**config.mk**
```make
export PLATFORM = sky130hd
export DESIGN_NAME = tx_window_sel
export DESIGN_NICKNAME = d
export VERILOG_FILES = /design/src/rtl/txwin_pkg.sv /design/src/rtl/txwin_select.sv /design/src/rtl/txwin_flags.sv /design/src/rtl/txwin_bufmem.sv /design/src/rtl/tx_window_sel.sv
export SDC_FILE = /design/constraint.sdc
export NUM_CORES = 1
export LEC_CHECK = 0
export BUFFER_PORTS_ARGS = -buffer_cell sky130_fd_sc_hd__buf_2
export CAP_MARGIN = 30
export CORE_AREA = 2 2 199 201
export DETAILED_ROUTE_END_ITERATION = 8
export DIE_AREA = 0 0 201 203
export PLACE_DENSITY = 0.67
export SYNTH_ARGS = -nofsm -noshare
export SYNTH_HDL_FRONTEND = slang
export SYNTH_SLANG_ARGS = --single-unit
```
**constraint.sdc**
```tcl
create_clock -name clk -period 2.1 [get_ports clk]
set_input_delay 0 -clock clk [delete_from_list [all_inputs] [get_ports clk]]
set_output_delay 0 -clock clk [all_outputs]
set_load 0.02 [all_outputs]
```
**src/rtl/txwin_pkg.sv**
```systemverilog
package txwin_pkg;

    localparam int NUM_BUF   = 3;
    localparam int BUF_BYTES = 13;
    localparam int DATA_W    = 8;
    localparam int ADDR_W    = 5;
    localparam int OFS_W     = 4;

    localparam logic [ADDR_W-1:0] ADDR_FLAGS = 5'h00;
    localparam logic [ADDR_W-1:0] ADDR_SEL   = 5'h01;

    typedef enum logic [1:0] {
        REG_NONE,
        REG_FLAGS,
        REG_SEL,
        REG_WIN
    } regdec_t;

    function automatic regdec_t decode_addr(input logic [ADDR_W-1:0] a);
        if (a[ADDR_W-1])
            return REG_WIN;
        else if (a == ADDR_FLAGS)
            return REG_FLAGS;
        else if (a == ADDR_SEL)
            return REG_SEL;
        else
            return REG_NONE;
    endfunction

endpackage

```
**src/rtl/txwin_select.sv**
```systemverilog
module txwin_select #(
    parameter int N = 3,
    localparam int IW = (N > 1) ? $clog2(N) : 1
) (
    input  logic          clk,
    input  logic          rst,
    input  logic          init_req,
    input  logic          init_ack,
    input  logic          wr_en,
    input  logic [N-1:0]  wdata,
    output logic [N-1:0]  sel_onehot,
    output logic [IW-1:0] sel_idx,
    output logic          sel_valid
);

    logic [N-1:0] raw_q;
    logic         in_init;
    logic         locked;

    assign in_init = init_req && init_ack;
    assign locked  = init_req || init_ack;

    always_ff @(posedge clk) begin
        if (rst || in_init)
            raw_q <= '0;
        else if (wr_en && !locked)
            raw_q <= wdata;
    end

    // Scan from the top down so the lowest set bit is the last one kept.
    always_comb begin
        sel_onehot = '0;
        sel_idx    = '0;
        sel_valid  = 1'b0;
        for (int i = N - 1; i >= 0; i--) begin
            if (raw_q[i]) begin
                sel_onehot    = '0;
                sel_onehot[i] = 1'b1;
                sel_idx       = IW'(i);
                sel_valid     = 1'b1;
            end
        end
    end

    a_r8_init_forces_zero: assert property (@(posedge clk) disable iff (rst)
        in_init |=> (raw_q == '0));

    a_r8_write_locked: assert property (@(posedge clk) disable iff (rst)
        (locked && !in_init) |=> $stable(raw_q));

endmodule

```
**src/rtl/txwin_flags.sv**
```systemverilog
module txwin_flags #(
    parameter int N = 3
) (
    input  logic         clk,
    input  logic         rst,
    input  logic         init_req,
    input  logic         init_ack,
    input  logic         clr_wr,
    input  logic [N-1:0] clr_mask,
    input  logic [N-1:0] done,
    output logic [N-1:0] empty
);

    logic         clr_en;
    logic [N-1:0] empty_d;

    assign clr_en = clr_wr && !init_req && !init_ack;

    // A done pulse is applied after the clear, so it wins a same-cycle collision.
    always_comb begin
        empty_d = empty;
        if (clr_en)
            empty_d = empty_d & ~clr_mask;
        empty_d = empty_d | done;
    end

    always_ff @(posedge clk) begin
        if (rst)
            empty <= '1;
        else
            empty <= empty_d;
    end

    a_r7_done_sets: assert property (@(posedge clk) disable iff (rst)
        (|done) |=> ((empty & $past(done)) == $past(done)));

    a_r5_hold_without_write: assert property (@(posedge clk) disable iff (rst)
        !clr_en |=> ((empty & $past(empty)) == $past(empty)));

endmodule

```
**src/rtl/txwin_bufmem.sv**
```systemverilog
module txwin_bufmem #(
    parameter int N     = 3,
    parameter int BYTES = 13,
    parameter int DW    = 8,
    parameter int OW    = 4,
    localparam int IW   = (N > 1) ? $clog2(N) : 1
) (
    input  logic          clk,
    input  logic          rst,
    input  logic          wr_en,
    input  logic [IW-1:0] wr_buf,
    input  logic [OW-1:0] wr_ofs,
    input  logic [DW-1:0] wr_data,
    input  logic [IW-1:0] win_buf,
    input  logic [OW-1:0] win_ofs,
    output logic [DW-1:0] win_data,
    input  logic [IW-1:0] tx_buf,
    input  logic [OW-1:0] tx_ofs,
    output logic [DW-1:0] tx_data
);

    wire [N-1:0][BYTES-1:0][DW-1:0] mem_flat;

    for (genvar b = 0; b < N; b++) begin : g_buf
        for (genvar y = 0; y < BYTES; y++) begin : g_byte
            logic [DW-1:0] cell_q;
            logic          hit;

            assign hit = wr_en && (wr_buf == IW'(b)) && (wr_ofs == OW'(y));

            always_ff @(posedge clk) begin
                if (rst)
                    cell_q <= '0;
                else if (hit)
                    cell_q <= wr_data;
            end

            assign mem_flat[b][y] = cell_q;
        end
    end

    always_comb begin
        win_data = '0;
        if ((32'(win_buf) < N) && (32'(win_ofs) < BYTES))
            win_data = mem_flat[win_buf][win_ofs];
    end

    always_comb begin
        tx_data = '0;
        if ((32'(tx_buf) < N) && (32'(tx_ofs) < BYTES))
            tx_data = mem_flat[tx_buf][tx_ofs];
    end

    a_r6_hold_without_write: assert property (@(posedge clk) disable iff (rst)
        !wr_en |=> $stable(mem_flat));

endmodule

```
**src/rtl/tx_window_sel.sv**
```systemverilog
module tx_window_sel
    import txwin_pkg::*;
#(
    parameter int NB    = txwin_pkg::NUM_BUF,
    parameter int BYTES = txwin_pkg::BUF_BYTES,
    parameter int DW    = txwin_pkg::DATA_W,
    parameter int AW    = txwin_pkg::ADDR_W,
    parameter int OW    = txwin_pkg::OFS_W,
    localparam int IW   = (NB > 1) ? $clog2(NB) : 1
) (
    input  logic          clk,
    input  logic          rst,
    input  logic          init_req,
    input  logic          init_ack,
    input  logic [AW-1:0] bus_addr,
    input  logic          bus_wr,
    input  logic          bus_rd,
    input  logic [DW-1:0] bus_wdata,
    output logic [DW-1:0] bus_rdata,
    input  logic [NB-1:0] tx_done,
    output logic [NB-1:0] tx_empty,
    input  logic [IW-1:0] tx_rd_buf,
    input  logic [OW-1:0] tx_rd_ofs,
    output logic [DW-1:0] tx_rd_data
);

    regdec_t       dec;
    logic [NB-1:0] sel_onehot;
    logic [IW-1:0] sel_idx;
    logic          sel_valid;
    logic [OW-1:0] win_ofs;
    logic          ofs_ok;
    logic          buf_free;
    logic          win_ok;
    logic [DW-1:0] win_data;

    assign dec     = decode_addr(bus_addr);
    assign win_ofs = bus_addr[OW-1:0];
    assign ofs_ok  = 32'(win_ofs) < BYTES;

    always_comb begin
        buf_free = 1'b0;
        if (32'(sel_idx) < NB)
            buf_free = tx_empty[sel_idx];
    end

    assign win_ok = sel_valid && buf_free && ofs_ok;

    txwin_select #(.N(NB)) u_sel (
        .clk       (clk),
        .rst       (rst),
        .init_req  (init_req),
        .init_ack  (init_ack),
        .wr_en     (bus_wr && (dec == REG_SEL)),
        .wdata     (bus_wdata[NB-1:0]),
        .sel_onehot(sel_onehot),
        .sel_idx   (sel_idx),
        .sel_valid (sel_valid)
    );

    txwin_flags #(.N(NB)) u_flags (
        .clk     (clk),
        .rst     (rst),
        .init_req(init_req),
        .init_ack(init_ack),
        .clr_wr  (bus_wr && (dec == REG_FLAGS)),
        .clr_mask(bus_wdata[NB-1:0]),
        .done    (tx_done),
        .empty   (tx_empty)
    );

    txwin_bufmem #(.N(NB), .BYTES(BYTES), .DW(DW), .OW(OW)) u_mem (
        .clk     (clk),
        .rst     (rst),
        .wr_en   (bus_wr && (dec == REG_WIN) && win_ok),
        .wr_buf  (sel_idx),
        .wr_ofs  (win_ofs),
        .wr_data (bus_wdata),
        .win_buf (sel_idx),
        .win_ofs (win_ofs),
        .win_data(win_data),
        .tx_buf  (tx_rd_buf),
        .tx_ofs  (tx_rd_ofs),
        .tx_data (tx_rd_data)
    );

    always_comb begin
        bus_rdata = '0;
        if (bus_rd) begin
            case (dec)
                REG_FLAGS: bus_rdata = {{(DW-NB){1'b0}}, tx_empty};
                REG_SEL:   bus_rdata = {{(DW-NB){1'b0}}, sel_onehot};
                REG_WIN:   bus_rdata = win_ok ? win_data : '0;
                default:   bus_rdata = '0;
            endcase
        end
    end

    a_r2_sel_read_onehot: assert property (@(posedge clk) disable iff (rst)
        (bus_rd && dec == REG_SEL) |-> $onehot0(bus_rdata));

    a_r4_unmapped_read_zero: assert property (@(posedge clk) disable iff (rst)
        (bus_rd && dec == REG_WIN && !sel_valid) |-> (bus_rdata == '0));

    a_r6_blocked_read_zero: assert property (@(posedge clk) disable iff (rst)
        (bus_rd && dec == REG_WIN && sel_valid && !buf_free) |-> (bus_rdata == '0));

endmodule

```
# --- Yosys cells after proc, flatten, opt, wreduce, memory -nomap -nowiden ---
# Index checks and enable logic that the tools add are counted.
totals:
  input_bits: 28
  wordCells: 161
  reg_bits: 318
op_classes:
  reduce_logical: 62
  magnitude_cmp: 8
  bitwise_logic: 3
  eq_ne: 18
  n_mux: 29
op_table:
  columns: ["operator", "count"]
  rows:
  - ["binary-select mux 104 bit (select 2 bit)", 2]
  - ["two-way mux 104 bit", 2]
  - ["binary-select mux 8 bit (select 4 bit)", 2]
  - ["logical AND 1 bit", 54]
  - ["two-way mux 8 bit", 6]
  - ["one-hot mux 8 bit (3 select lines)", 1]
  - ["equality test 4 bit (second input constant)", 5]
  - ["equality test 4 x 3 -> 1 bit (second input constant)", 4]
  - ["two-way mux 2 bit", 6]
  - ["two-way mux 3 bit", 4]
  - ["less-than comparator 4 x 5 -> 1 bit (second input constant)", 2]
  - ["equality test 4 x 2 -> 1 bit (second input constant)", 2]
  - ["less-than comparator 4 bit (second input constant)", 2]
  - ["equality test 2 bit (second input constant)", 3]
  - ["less-than comparator 2 x 3 -> 1 bit (second input constant)", 2]
  - ["equality test 5 x 1 -> 1 bit (second input constant)", 1]
  - ["zero test 5 bit", 1]
  - ["two-way mux 1 bit", 5]
  - ["equality test 2 x 1 -> 1 bit (second input constant)", 2]
  - ["equality test 4 x 1 -> 1 bit (second input constant)", 1]
  - ["zero test 4 bit", 1]
  - ["less-than comparator 2 bit (second input constant)", 2]
  - ["AND 3 bit", 1]
  - ["zero test 1 bit", 3]
  - ["5 further kinds", 6]

# --- Logic depth before layout (Yosys ltp) ---
# Gate-level depths: netlist (run 1).
logic_depth:
  word_depth: 11
  ltp_mapped: 10
  ltp_nobuf: 6

# --- Cells and area by module ---
# A second synthesis (run 1) with hierarchy kept.
unflattened:
  cells_unflattened: 2262
  area_unflattened_um2: 17346.6
by_module_without_submodules:
  columns: ["module", "cells_per_inst", "seq_area_each_um2", "area_per_inst_um2", "n_inst"]
  rows:
  - ["txwin_bufmem", 2191, 6246.0, 16812.4, 1]
  - ["tx_window_sel", 35, 0.0, 214.0, 1]
  - ["txwin_select", 23, 60.1, 202.7, 1]
  - ["txwin_flags", 13, 60.1, 117.6, 1]

# --- Least setup slack after synthesis (run 1) ---
# No wires, ideal clock.
synth_path:
  path_kind: "register -> output"
  startpoint: "register u_sel.raw_q[0]"
  endpoint: "output bus_rdata[0]"
  slack_ps: -71
  arrival_time_ps: 2171
  path_stages_with_launch: 10
  cell_sequence: "dfxtp_1 buf_4 nand2b_1 buf_2 buf_2 buf_2 mux2i_1 a221oi_1 o21ai_0 a221oi_1"
synth_between:
  elab_chain_cells: 9
  word_cells_on_any_way: 18
  cone_classes: "order compare: 1; mux: 14; reduce/logical: 3"
synth_rtl:
  columns: ["element", "line_no", "rtl"]
  rows:
  - ["start, declared", "txwin_select.sv:16", "logic [N-1:0] raw_q;"]
  - ["start signal, assigned", "txwin_select.sv:27", "raw_q <= wdata;"]
  - ["two-way mux 2 bit", "txwin_select.sv:36", "if (raw_q[i]) begin"]
  - ["binary-select mux 104 bit (select 2 bit) / binary-select mux 1 bit (select 2 bit) (equally long branches)", "txwin_bufmem.sv:45, tx_window_sel.sv:44", null]
  - ["two-way mux 104 bit (not written as such) / two-way mux 1 bit (equally long branches)", "txwin_bufmem.sv:45, tx_window_sel.sv:44", null]
  - ["binary-select mux 8 bit (select 4 bit) / two-way mux 1 bit (equally long branches)", "txwin_bufmem.sv:45, tx_window_sel.sv:43", null]
  - ["two-way mux 8 bit (not written as such) / logical AND 1 bit (equally long branches)", "txwin_bufmem.sv:45, tx_window_sel.sv:47", null]
  - ["two-way mux 8 bit / logical AND 1 bit (equally long branches)", "txwin_bufmem.sv:44, tx_window_sel.sv:47", null]
  - ["two-way mux 8 bit", "tx_window_sel.sv:93", "REG_WIN: bus_rdata = win_ok ? win_data : '0;"]
  - ["one-hot mux 8 bit (3 select lines) *", "tx_window_sel.sv:90", "case (dec)"]
  - ["two-way mux 8 bit *", "tx_window_sel.sv:89", "if (bus_rd) begin"]
  - ["end, declared", "tx_window_sel.sv:19", "output logic [DW-1:0] bus_rdata,"]
# Mark *: on every way between the ends. The rest lies on a longest branch, timed or not. The select of a mux whose other input is x is not followed.

# --- Worst setup path after layout (run 1) ---
# Same ends and word-level chain as after synthesis.

==> results of run 1 <==
Yosys cell counts, drive strengths merged (5+ instances only):
master	number
or3	21
nor2	409
o221ai	40
o21ai	26
mux4	32
a211oi	13
o22ai	39
a21oi	31
a21o	5
buf	65
o2111ai	22
or3b	5
nor3	35
nand4	20
a22oi	11
o31ai	16
inv	10
a32oi	9
a22o	5
and3	5
mux2i	343
a221oi	16
nand3	31
o211ai	9
a31oi	16
clkbuf	108
dfxtp	318
nand2b	49
nor2b	9
and2	7
nand2	106
o221a	10
a221o	10
state kept, by name, indices dropped and copies added (netlist names):
register / flops
u_flags.empty: 3
u_mem.g_buf.g_byte.cell_q: 312
u_sel.raw_q: 3
logic make-up (layout without fill, tap and decap cells):
kind of cell	after synthesis	in the layout	synth area share, %
compound gates	309	309	13.57
buf+inv	183	374	4.556
flops	318	318	36.92
mux	379	379	24.35
simple gates	706	706	20.61
timing repair:
item,4_1_cts,5_1_grt
resized for setup,124,52
endpoints found under the setup margin,174,244
hold endpoints to repair,73,0
buffers inserted,37,3
hold buffers,14,0
pin swaps,56,26
cloned,3,0
per-stage QoR:
step	setup TNS [ns]	total power (W)
floorplan	0	0.006917
global placement	-1.847	0.007480
detailed placement	-5.722	0.007490
CTS	-14.34	0.01380
global route	-30.38	0.01416
finish	-17.45	0.01380
power breakdown:
part           leakage, nW  switching (W)  internal (W)
Sequential            2.57    0.000000321       0.00603
Combinational         4.74       0.000950      0.000519
Clock                0.564        0.00263       0.00368
Total                 7.88        0.00358        0.0102
worst max-delay path, delay by kind of cell, from the launching register on:
kind / cells / cell delay, ns
buffers and inverters: 5 / 0.69
and+or+nand+nor: 2 / 0.58
AOI/OAI and AO/OA: 3 / 0.47
DFF: 1 / 0.36
cell type report:
cell class,instances,area share [%]
Inverter,10,0.1697
Sequential cell,318,28.97
Multi-Input combinational cell,1394,47.65
Tap cell,518,2.931
Timing Repair Buffer,304,15.11
Clock inverter,10,0.4979
Clock buffer,50,4.679
cell usage in the layout, fill, tap and decap left out, drive strengths merged, types with 26 or more instances in the layout:
cell / count
nor2: 409
mux2i: 343
dfxtp: 318
buf: 289
nand2: 106
clkbuf: 51
nand2b: 49
o221ai: 40
o22ai: 39
nor3: 35
mux4: 32
nand3: 31
a21oi: 31
o21ai: 26
worst max path at each step:
stage	from	end	slack (ns)	depth (start not counted)
after CTS	u_sel.raw_q[1]	bus_rdata[0]	-0.54	10
final	u_sel.raw_q[0]	bus_rdata[0]	-0.56	10
after global routing	u_sel.raw_q[0]	bus_rdata[0]	-0.63	10
after global placement	u_sel.raw_q[1]	bus_rdata[7]	-0.18	10
after floorplan	u_flags.empty[1]	u_mem.g_buf[0].g_byte[2].cell_q[3]	0.06	7
after detailed placement	u_sel.raw_q[1]	bus_rdata[7]	-0.26	10
routing by layer:
| metal | GRT usage [%] | vias to the layer above | part of all wire, % |
|---|---|---|---|
| li1 | - | 7235 | - |
| met1 | 41.33 | 7900 | 42 |
| met2 | 47.95 | 1003 | 44 |
| met3 | 5.088 | 202 | 9.5 |
| met4 | 13.68 | 0 | 4.5 |
| met5 | 0 | - | 0 |
==> key figures, run 1 <==
Outcome
  – Result of the run: finished with violations
  – Failing checks: negative setup slack

Route
  – Average wire per cell in the routed design: 24.45 um
  – Starting DRC count in detailed routing: 1,794
  – Number of routed nets with antenna violations: 0
  – Count of unresolved DRC violations after routing: 0
  – Drt first pass iters: 9
  – Via count: 16,340
  – Mean number of vias per cell: 6.275
  – Final routed wirelength across all metal layers: 63,680 um

Worst hold path
  – Cell depth of the worst min-delay path: 5
  – Classification of the worst-slack hold path: in -> reg
  – Worst hold path endpoint: u_sel.raw_q[0]
  – Worst Hold Launch: bus_addr[4]

Power
  – VDD IR max: 434.8 uV
  – Power density cells: 624.1 nW/um^2
  – Reported leakage power: 7.883 nW

STA
  – Number of setup violations in the final report: 126
  – Max frequency: 375.6 MHz
  – Slew HR: 41.34%
  – Setup repair after global routing missed its margin: yes
  – Final period util: 126.8%
  – Max-slew violations: 0
  – Final critical delay including setup and external delays: 2.662 ns
  – Slew at the pin closest to its max-slew limit: 0.8799 ns
  – Post-Route Hold Slack: 0.07461 ns
  – Final worst-path setup slack: -0.5624 ns
  – Post-route clock skew: 0.01228 ns
  – Count of endpoints failing hold in the final timing report: 0

Clock network
  – Num CTS Buffers: 36
  – Clock tree from TritonCTS: yes
  – Clock net sink count: 318
  – Buffer levels on the longest clock path: 3
  – Clock network latency to the later pin of the worst-skew pair: 0.55 ns
  – CTS Root Buffer Type: clkbuf_16
  – Number of levels in the clock H-tree: 2
  – Clock transition at path regs: 0.06 ns

Placed design
  – Sum of net half-perimeters after detailed placement: 43,780 um
  – Cell Count Post-Placement: 2,487
  – Weighted congestion at the end of routability-driven global placement: 0.9869
  – Post-placement setup slack: -0.2554 ns
  – Count of buffers inserted at the top-level ports: 46
  – Placement-stage cell area: 19,810 sq um

Yosys
  – Cell type with the largest total area after synthesis: dfxtp_1
  – Post-synthesis average cell area: 9.100 sq um
  – Top FF cell, synth: dfxtp_1
  – Post-synthesis instance total: 1,895
  – Share of the synthesized area in the top cell type: 36.92%
  – Count of flip-flops with a built-in enable after synthesis: 0
  – Share of synthesized area occupied by flip-flops and latches: 36.92%
  – Net count of the mapped netlist: 1,923
  – Synth area leaders: dfxtp_1 37%, mux2i_1 20%, nor2_1 8.7%
  – Synth warnings: 0
  – Cell Area, Synth: 17,250 sq um
  – Number of unique standard cell types used by synthesis: 68
  – Flop and latch count out of synthesis: 318
  – Async set or reset register ratio after synthesis: 0%

Setup path
  – Endpoint of the worst-slack reg-to-reg timing path: u_mem.g_buf[1].g_byte[12].cell_q[5]
  – Worst Reg-to-Reg Cells: 12
  – CP required: 2.10 ns
  – R2R setup slack: -0.19 ns
  – Kind of critical path: reg -> out
  – Critical path's slowest cell: or3_4
  – Type of element capturing the critical path: output pin
  – Type of origin of the critical path: flip-flop
  – CP Cell Sequence: buf_6 > nor2b_4 > buf_12 > buf_12 > a221o_1 > o22ai_1 > or3_4 > a221oi_2 > buf_4 > buf_6
  – Launch point of the worst reg-to-reg path: u_sel.raw_q[0]
  – Worst endpoint data arrival time: 2.66 ns
  – Peak fanout along the critical path: 10
  – Longest individual stage delay on the worst path: 0.42 ns

Flow run
  – Max-capacitance violation count: 0

Finish
  – Fill count: 3,334
  – Area of the multi-input gates: 10,540 sq um
  – Area of all placed cells without fillers: 22,120 sq um
  – Number of antenna cells inserted: 0
  – Non-filler instance count after layout: 2,604
  – Sequential standard cell area: 6406 sq um
  – Fraction of layout instances using a drive strength above 1: 26.56%
  – Core Util, Final: 57.49%
  – Layout Area Growth over Synthesis: 28.24%
  – Post-layout nets: 2,092

Floorplan
  – Core region area: 38,470 sq um
  – Die boundary height: 203 um
  – Width of the die: 201 um
  – Full die area: 40,800 sq um
  – Initial standard-cell utilization of the core: 44.83%
  – # IOs: 47
  – Number of placement rows: 72

Global route
  – Global-route wire length before repair: 96,450 um
  – Aggregate global routing overflow: 0
  – Largest net degree at the start of global routing: 102
  – Total routing resource utilization after global routing: 30.54%
  – Number of global-route vias before repair: 15,852
  – Antenna violations before repair: 0
(Power assumes the default switching activity.)
==> inputs of run 2 (changes only) <==
--- a/config.mk
+++ b/config.mk
@@ -7,10 +7,10 @@
 export LEC_CHECK = 0
 export BUFFER_PORTS_ARGS = -buffer_cell sky130_fd_sc_hd__buf_2
 export CAP_MARGIN = 30
-export CORE_AREA = 2 2 199 201
+export CORE_AREA = 2 2 243 245
 export DETAILED_ROUTE_END_ITERATION = 8
-export DIE_AREA = 0 0 201 203
-export PLACE_DENSITY = 0.67
+export DIE_AREA = 0 0 245 247
+export PLACE_DENSITY = 0.5
 export SYNTH_ARGS = -nofsm -noshare
 export SYNTH_HDL_FRONTEND = slang
 export SYNTH_SLANG_ARGS = --single-unit
==> run 2 against run 1 <==
The run still ends with negative setup slack left; clock power up 15%; global-route usage down 8.3 points; sequential share of layout area down 1.4 points; worst hold slack worse by 0.014 ns.
==> key figures, run 2 (same netlist as run 1, synthesis figures left out) <==
Setup path
  – Peak fanout along the critical path: 15 (+5)
  – Type of element capturing the critical path: output pin
  – Longest individual stage delay on the worst path: 0.37 ns (-0.05 ns)
  – Kind of critical path: reg -> out
  – CP Cell Sequence: nand2b_2 > buf_12 > buf_4 > mux2i_1 > a222oi_1 > o211ai_1 > and2_1 > o32ai_2 > buf_4
  – Worst endpoint data arrival time: 2.69 ns (+0.03 ns)
  – Critical path buffer and inverter count: 3 (-2)
  – Critical path's slowest cell: dfxtp_4
  – Critical path's top delay family: compound AO/OA/AOI/OAI gates
  – Crit path top cell by count: buf_4
  – CP required: 2.10 ns (about the same)
  – Type of origin of the critical path: flip-flop

Route
  – Starting DRC count in detailed routing: 1,687 (-6.0%)
  – Mean number of vias per cell: 5.572 (-11%)
  – Drt first pass iters: 5 (-4)
  – Average wire per cell in the routed design: 23.86 um (-2.4%)
  – Count of unresolved DRC violations after routing: 0 (unchanged)
  – Number of routed nets with antenna violations: 0 (unchanged)
  – Final routed wirelength across all metal layers: 69,090 um (+8.5%)
  – Via count: 16,137 (-1.2%)

Power
  – Power density cells: 636.9 nW/um^2 (+2.1%)
  – Total Power: 0.01479 W (+7.1%)
  – Reported leakage power: 8.200 nW (+4.0%)
  – VDD IR max: 637.4 uV (+47%)

Global route
  – Number of global-route vias before repair: 15,521 (-2.1%)
  – Total routing resource utilization after global routing: 22.23% (-8.3 points)
  – Global-route wire length before repair: 101,400 um (+5.1%)
  – Antenna violations before repair: 0 (unchanged)
  – Aggregate global routing overflow: 0 (unchanged)
  – Largest net degree at the start of global routing: 68 (-33%)

Finish
  – Register with the most flip-flops: u_mem.g_buf.g_byte.cell_q
  – Most common cell after layout, fill and taps aside: nor2_1
  – Layout Area Growth over Synthesis: 34.63%
  – Post-layout nets: 2,122 (+1.4%)
  – Core Util, Final: 39.87% (-18 points)
  – Fraction of layout instances using a drive strength above 1: 29.06% (+2.5 points)
  – Max reg flops: 312 (unchanged)
  – Fill count: 5,669 (+70%)
  – Largest regs: u_mem.g_buf.g_byte.cell_q (312), u_flags.empty (3), u_sel.raw_q (3)
  – Commonest non-fill, non-tap cells in the layout: 398 x nor2_1, 332 x mux2i_1, 291 x dfxtp_1, 160 x buf_4, 100 x nand2_1
  – Number of antenna cells inserted: 0 (unchanged)

Clock network
  – Num CTS Buffers: 38 (+5.6%)
  – Clock transition at path regs: 0.06 ns (about the same)
  – CTS Root Buffer Type: clkbuf_16
  – Clock network latency to the later pin of the worst-skew pair: 0.57 ns (+0.02 ns)
  – Buffer levels on the longest clock path: 3 (unchanged)
  – Clock tree from TritonCTS: yes
  – Number of levels in the clock H-tree: 2 (unchanged)
  – Clock net sink count: 318 (unchanged)

STA
  – Post-route clock skew: 0.01211 ns (-0.0001703 ns)
  – Final period util: 128.3% (+1.5 points)
  – Max frequency: 371.1 MHz (-1.2%)
  – Final worst-path setup slack: -0.5948 ns (-0.03237 ns)
  – Count of endpoints failing hold in the final timing report: 0 (unchanged)
  – Slew HR: 44.37% (+3.0 points)
  – Setup repair after global routing missed its margin: yes
  – Number of setup violations in the final report: 300 (+140%)
  – Max-slew violations: 0 (unchanged)
  – Final critical delay including setup and external delays: 2.695 ns (+0.03237 ns)
  – Slew at the pin closest to its max-slew limit: 0.8345 ns (-0.04539 ns)

Floorplan
  – # IOs: 47 (unchanged)
  – Core region area: 58,240 sq um (+51%)
  – Initial standard-cell utilization of the core: 29.61% (-15 points)
  – Die boundary height: 247 um (+22%)
  – Number of placement rows: 89 (+24%)
  – Full die area: 60,520 sq um (+48%)
  – Width of the die: 245 um (+22%)

Placed design
  – Weighted congestion at the end of routability-driven global placement: 0.8958 (-9.2%)
  – Sum of net half-perimeters after detailed placement: 47,540 um (+8.6%)
  – Count of buffers inserted at the top-level ports: 46 (unchanged)

Worst hold path
  – Classification of the worst-slack hold path: in -> reg

Outcome
  – Failing checks: negative setup slack
  – Result of the run: finished with violations

Flow run
  – Max-capacitance violation count: 0 (unchanged)
## run 2: metrics by stage
step / cell area [sq um] / setup TNS (ns) / hold slack (ns) / setup slack [ns] / instances
finish: 23220 / -31.75 / 0.06053 / -0.5948 / 2896
global route: 23220 / -61.68 / 0.05274 / -0.6814 / 2896
CTS: 22740 / -48.30 / 0.03021 / -0.5994 / 2881
detailed placement: 20330 / -15.49 / 0.1894 / -0.2357 / 2768
global placement: 20330 / -9.653 / 0.1822 / -0.2268 / 2768
floorplan: 17260 / 0 / 0.09436 / 0.05715 / 1895
## run 2: final timing paths
path         cells past startpoint                                   to                                start  slack [ns]
min reg2reg                      2  u_mem.g_buf[2].g_byte[10].cell_q[6]  u_mem.g_buf[2].g_byte[10].cell_q[6]        0.51
max reg2reg                     12   u_mem.g_buf[0].g_byte[2].cell_q[3]                       u_sel.raw_q[1]       -0.25
min                              3                       u_sel.raw_q[0]                         bus_wdata[0]        0.06
max                              9                         bus_rdata[2]                       u_sel.raw_q[0]       -0.59
## run 2: final cells by class
cell class                 instances  area (sq um)  share of cell area [%]
clock buffer                      57          1154                   4.969
clock inverter                    12         207.7                  0.8946
inverter                          10         37.54                  0.1617
multi-input combinational       1394         10740                   46.24
sequential                       318          6405                   27.59
tap                              773         967.2                   4.166
timing repair buffer             332          3710                   15.98
## run 2: per-layer routing
layer	track usage, %	part of all wire (%)	wire length [um]
met1	30.64	45	30750
met2	34.92	44	30650
met3	3.332	7.3	5044
met4	8.572	3.8	2642
met5	0	0	0
## run 2: repair_timing
action | 4_1_cts | 5_1_grt
gates resized for setup | 156 | 74
setup buffers | 31 | 15
pin swaps | 59 | 53
setup endpoints to repair | 204 | 328
hold buffers | 14 | 0
endpoints found under the hold margin | 60 | 0
cloned | 2 | 3
## run 2: power by group
part           internal [W]  total, W  switching [W]
clock network       0.00442   0.00723        0.00281
registers           0.00603   0.00603    0.000000326
logic              0.000543   0.00153       0.000988
total                0.0110    0.0148        0.00379
## run 2: worst reg2reg max path: stages (launching register included)
cell      delay, ns
dfxtp_4        0.37
buf_6          0.12
o21bai_4       0.18
buf_12         0.17
buf_6          0.10
and2_4         0.14
nand4_4        0.10
buf_12         0.16
buf_12         0.15
nor3_4         0.26
buf_12         0.18
mux2i_2        0.22
nor2_1         0.06
==> inputs of run 3 (changes only) <==
--- a/config.mk
+++ b/config.mk
@@ -7,10 +7,12 @@
 export LEC_CHECK = 0
 export BUFFER_PORTS_ARGS = -buffer_cell sky130_fd_sc_hd__buf_2
 export CAP_MARGIN = 30
-export CORE_AREA = 2 2 243 245
+export CORE_AREA = 2 2 244 246
+export CTS_BUF_LIST = sky130_fd_sc_hd__clkbuf_8
 export DETAILED_ROUTE_END_ITERATION = 8
-export DIE_AREA = 0 0 245 247
+export DIE_AREA = 0 0 246 248
 export PLACE_DENSITY = 0.5
 export SYNTH_ARGS = -nofsm -noshare
 export SYNTH_HDL_FRONTEND = slang
+export SYNTH_HIERARCHICAL = 1
 export SYNTH_SLANG_ARGS = --single-unit
==> run 3 against run 2 <==
The flow still finishes with violations (negative setup slack); clock-buffer cell count increased by 15; via count increased by 22%; register-to-register slack got worse by 0.42 ns; sequential share of layout area decreased by 1.5 points; critical path depth increased by 3; highest routed layer unchanged; non-clock buffer count increased by 166; global-route usage increased by 5.1 points.
==> key figures, run 3 <==
Floorplan
  – # IOs: 47 (unchanged)
  – Core region area: 58,460 sq um (+0.38%)
  – Die boundary height: 248 um (+0.40%)
  – Width of the die: 246 um (+0.41%)
  – Number of placement rows: 89 (unchanged)
  – Initial standard-cell utilization of the core: 29.67% (+0.061 points)
  – Full die area: 61,010 sq um (+0.81%)

Finish
  – Post-layout nets: 2,623 (+24%)
  – Register with the most flip-flops: u_mem/g_buf.g_byte.cell_q
  – Largest regs: u_mem/g_buf.g_byte.cell_q (312), u_flags/empty (3), u_sel/raw_q (3)
  – Fraction of layout instances using a drive strength above 1: 29.59% (+0.53 points)
  – Most common cell after layout, fill and taps aside: buf_4
  – Area of all placed cells without fillers: 24,500 sq um (+5.5%)
  – Commonest non-fill, non-tap cells in the layout: 333 x buf_4, 296 x dfxtp_1, 237 x nand2_1, 227 x nor2_1, 218 x a21oi_1
  – Layout Area Growth over Synthesis: 41.21%
  – Max reg flops: 312 (unchanged)

Placed design
  – Count of buffers inserted at the top-level ports: 46 (unchanged)
  – Weighted congestion at the end of routability-driven global placement: 0.9746 (+8.8%)
  – Post-placement setup slack: -0.6080 ns (-0.3722 ns)
  – Sum of net half-perimeters after detailed placement: 60,640 um (+28%)
  – Placement-stage cell area: 21,180 sq um (+4.2%)

Yosys
  – XOR/XNOR share of the synthesized area: 0% (unchanged)
  – Post-synthesis average cell area: 7.669 sq um (-16%)
  – Async set or reset register ratio after synthesis: 0% (unchanged)
  – Post-synthesis instance total: 2,262 (+19%)
  – Fraction of the mapped netlist area in adder cells: 0% (unchanged)
  – Cell type with the largest total area after synthesis: dfxtp_1
  – Simple-gate share of the synthesized area: 24.51% (+3.9 points)
  – Share of synthesized area occupied by flip-flops and latches: 36.70% (-0.22 points)
  – Cell Area, Synth: 17,350 sq um (+0.59%)
  – Multiplexer fraction of the synthesized cell area: 8.879% (-15 points)
  – Fraction of the mapped netlist area in compound gates: 23.08% (+9.5 points)
  – Top cells by count, synth: 318 x dfxtp_1, 280 x nand2_1, 233 x a21oi_1, 229 x nor2_1, 210 x nand3_1
  – Number of unique standard cell types used by synthesis: 79 (+16%)
  – Main combinational cell family by area after synthesis: simple AND/OR/NAND/NOR gates
  – Most used standard cell by instance count after synthesis: dfxtp_1
  – Share of the synthesized area in the top cell type: 36.70% (-0.22 points)
  – Top FF cell, synth: dfxtp_1
  – Count of flip-flops with a built-in enable after synthesis: 0 (unchanged)
  – Synth warnings: 6 (+6)
  – Flop and latch count out of synthesis: 318 (unchanged)
  – Net count of the mapped netlist: 2,290 (+19%)
  – Synth area leaders: dfxtp_1 37%, mux2i_1 8.4%, a21oi_1 6.7%

Power
  – Relative contribution of the clock network to total power: 43.9% (-5.0 points)
  – Power density cells: 563.8 nW/um^2 (-11%)
  – Total Power: 0.01381 W (-6.6%)
  – Reported leakage power: 9.261 nW (+13%)
  – Internal portion of total power: 0.009817 W (-11%)
  – Sw Pwr: 0.003993 W (+5.2%)
  – Switching share of power: 28.91% (+3.3 points)
  – Combinational fraction of design power: 12.4% (+2.0 points)
  – VDD IR max: 431.9 uV (-32%)
  – Part of the total power dissipated in sequential elements: 43.7% (+2.9 points)

Worst hold path
  – Worst hold path endpoint: u_sel/raw_q[0]
  – Cell depth of the worst min-delay path: 6 (+3)
  – Worst Hold Launch: bus_addr[4]
  – Classification of the worst-slack hold path: in -> reg

Clock network
  – CTS Root Buffer Type: clkbuf_8
  – Clock tree from TritonCTS: yes
  – Clock network latency to the later pin of the worst-skew pair: 0.68 ns (+0.11 ns)
  – Number of levels in the clock H-tree: 2 (unchanged)
  – Num CTS Buffers: 58 (+53%)
  – Buffer levels on the longest clock path: 3 (unchanged)
  – Clock transition at path regs: 0.06 ns (about the same)
  – Clock net sink count: 318 (unchanged)

Global route
  – Aggregate global routing overflow: 0 (unchanged)
  – Largest net degree at the start of global routing: 107 (+57%)
  – Global-route wire length before repair: 124,600 um (+23%)
  – Antenna violations before repair: 3 (+3)
  – Number of global-route vias before repair: 19,119 (+23%)
  – Total routing resource utilization after global routing: 27.29% (+5.1 points)

Flow run
  – Max-capacitance violation count: 0 (unchanged)

Setup path
  – Worst endpoint data arrival time: 3.36 ns (+0.67 ns)
  – Launch point of the worst reg-to-reg path: u_sel/raw_q[0]
  – Kind of critical path: reg -> out
  – Type of element capturing the critical path: output pin
  – CP required: 2.10 ns (about the same)
  – R2R setup slack: -0.67 ns (-0.42 ns)
  – Type of origin of the critical path: flip-flop
  – Worst Reg-to-Reg Cells: 16 (+4)
  – Peak fanout along the critical path: 11 (-4)
  – Endpoint of the worst-slack reg-to-reg timing path: u_mem/g_buf[1].g_byte[5].cell_q[4]

Outcome
  – Result of the run: finished with violations
  – Failing checks: negative setup slack

STA
  – Final worst-path setup slack: -1.257 ns (-0.6619 ns)
  – Post-Route Hold Slack: 0.1028 ns (+0.04223 ns)
  – Post-route clock skew: 0.05962 ns (+0.04752 ns)
  – Slew HR: 37.17% (-7.2 points)
  – Count of endpoints failing hold in the final timing report: 0 (unchanged)
  – Slew at the pin closest to its max-slew limit: 0.9353 ns (+0.1008 ns)
  – Max frequency: 297.9 MHz (-20%)
  – Number of setup violations in the final report: 328 (+9.3%)
  – Setup repair after global routing missed its margin: yes
  – Setup TNS Final: -172.38 ns (-140.63 ns)
  – Max-slew violations: 0 (unchanged)
  – Final critical delay including setup and external delays: 3.357 ns (+0.6619 ns)
  – Final period util: 159.8% (+32 points)

Route
  – Count of unresolved DRC violations after routing: 0 (unchanged)
  – Number of routed nets with antenna violations: 0 (unchanged)
  – Mean number of vias per cell: 5.787 (+3.9%)
  – Average wire per cell in the routed design: 25.23 um (+5.7%)
  – Starting DRC count in detailed routing: 2,505 (+48%)
  – Final routed wirelength across all metal layers: 86,090 um (+25%)
  – Via count: 19,751 (+22%)
  – Drt first pass iters: 6 (+1)
## run 3: per-stage QoR
step / util (%) / std cells
after floorplan: - / 2262
after global placement: 36.23 / 3237
after detailed placement: 36.23 / 3237
after CTS: 40.96 / 3392
after global routing: 41.90 / 3413
final: 41.90 / 3413
## run 3: worst max path at each step
| stage | endpoint | slack, ns | from | cells past startpoint |
|---|---|---|---|---|
| finish | bus_rdata[4] | -1.26 | u_sel/raw_q[0] | 12 |
| global route | bus_rdata[3] | -1.28 | u_sel/raw_q[0] | 13 |
| CTS | bus_rdata[4] | -1.19 | u_sel/raw_q[1] | 13 |
| detailed placement | bus_rdata[2] | -0.61 | u_sel/raw_q[1] | 11 |
| global placement | bus_rdata[2] | -0.61 | u_sel/raw_q[2] | 11 |
| floorplan | bus_rdata[2] | -0.21 | u_sel/raw_q[0] | 11 |
## run 3: cells by family (layout without fill, tap and decap cells)
logic type	after synthesis	after routing
DFF	318	318
other	0	1
buffers and inverters	264	641
AOI/OAI and AO/OA	612	612
and+or+nand+nor	917	917
muxes	151	151
## run 3: layout make-up
type                            instances  area, sq um
Clock buffer                           72        991.0
Fill cell                            5904        33970
Timing Repair Buffer                  498         4810
Antenna cell                            1        2.502
Sequential cell                       318         6396
Inverter                               39        152.6
Tap cell                              773        967.2
Multi-Input combinational cell       1680        11010
Clock inverter                         32        171.4
## run 3: layer usage
layer	part of all wire [%]	up-vias	track usage, %
met4	5.7	0	15.56
met5	0	-	0
li1	-	8914	-
met1	41	9572	34.95
met3	7.8	277	3.990
met2	46	988	43.81
## run 3: power by group through the flow
stage	logic [W]	registers (W)	clock network (W)
after floorplan	0.000741	0.00617	0
after global placement	0.00150	0.00617	0
after detailed placement	0.00150	0.00617	0
after CTS	0.00164	0.00603	0.00615
after global routing	0.00176	0.00603	0.00645
final	0.00171	0.00603	0.00607
## run 3: repair_timing
item,CTS,global route
hold buffers,24,0
gates cloned,5,7
setup buffers,29,13
pin swaps,69,16
resized for setup,246,59
endpoints found under the setup margin,328,328
endpoints found under the hold margin,255,0
## run 3: worst max-delay path, cell delays in order (launching register included)
cell and delay (ns):
dfxtp_2 0.34, nor3b_4 0.27, buf_4 0.18, inv_6 0.07, buf_4 0.20, o221a_2 0.28, o41ai_1 0.38, and3_1 0.24
o221ai_1 0.22, o211a_4 0.22, nand2_1 0.07, nor3_2 0.04, buf_4 0.16
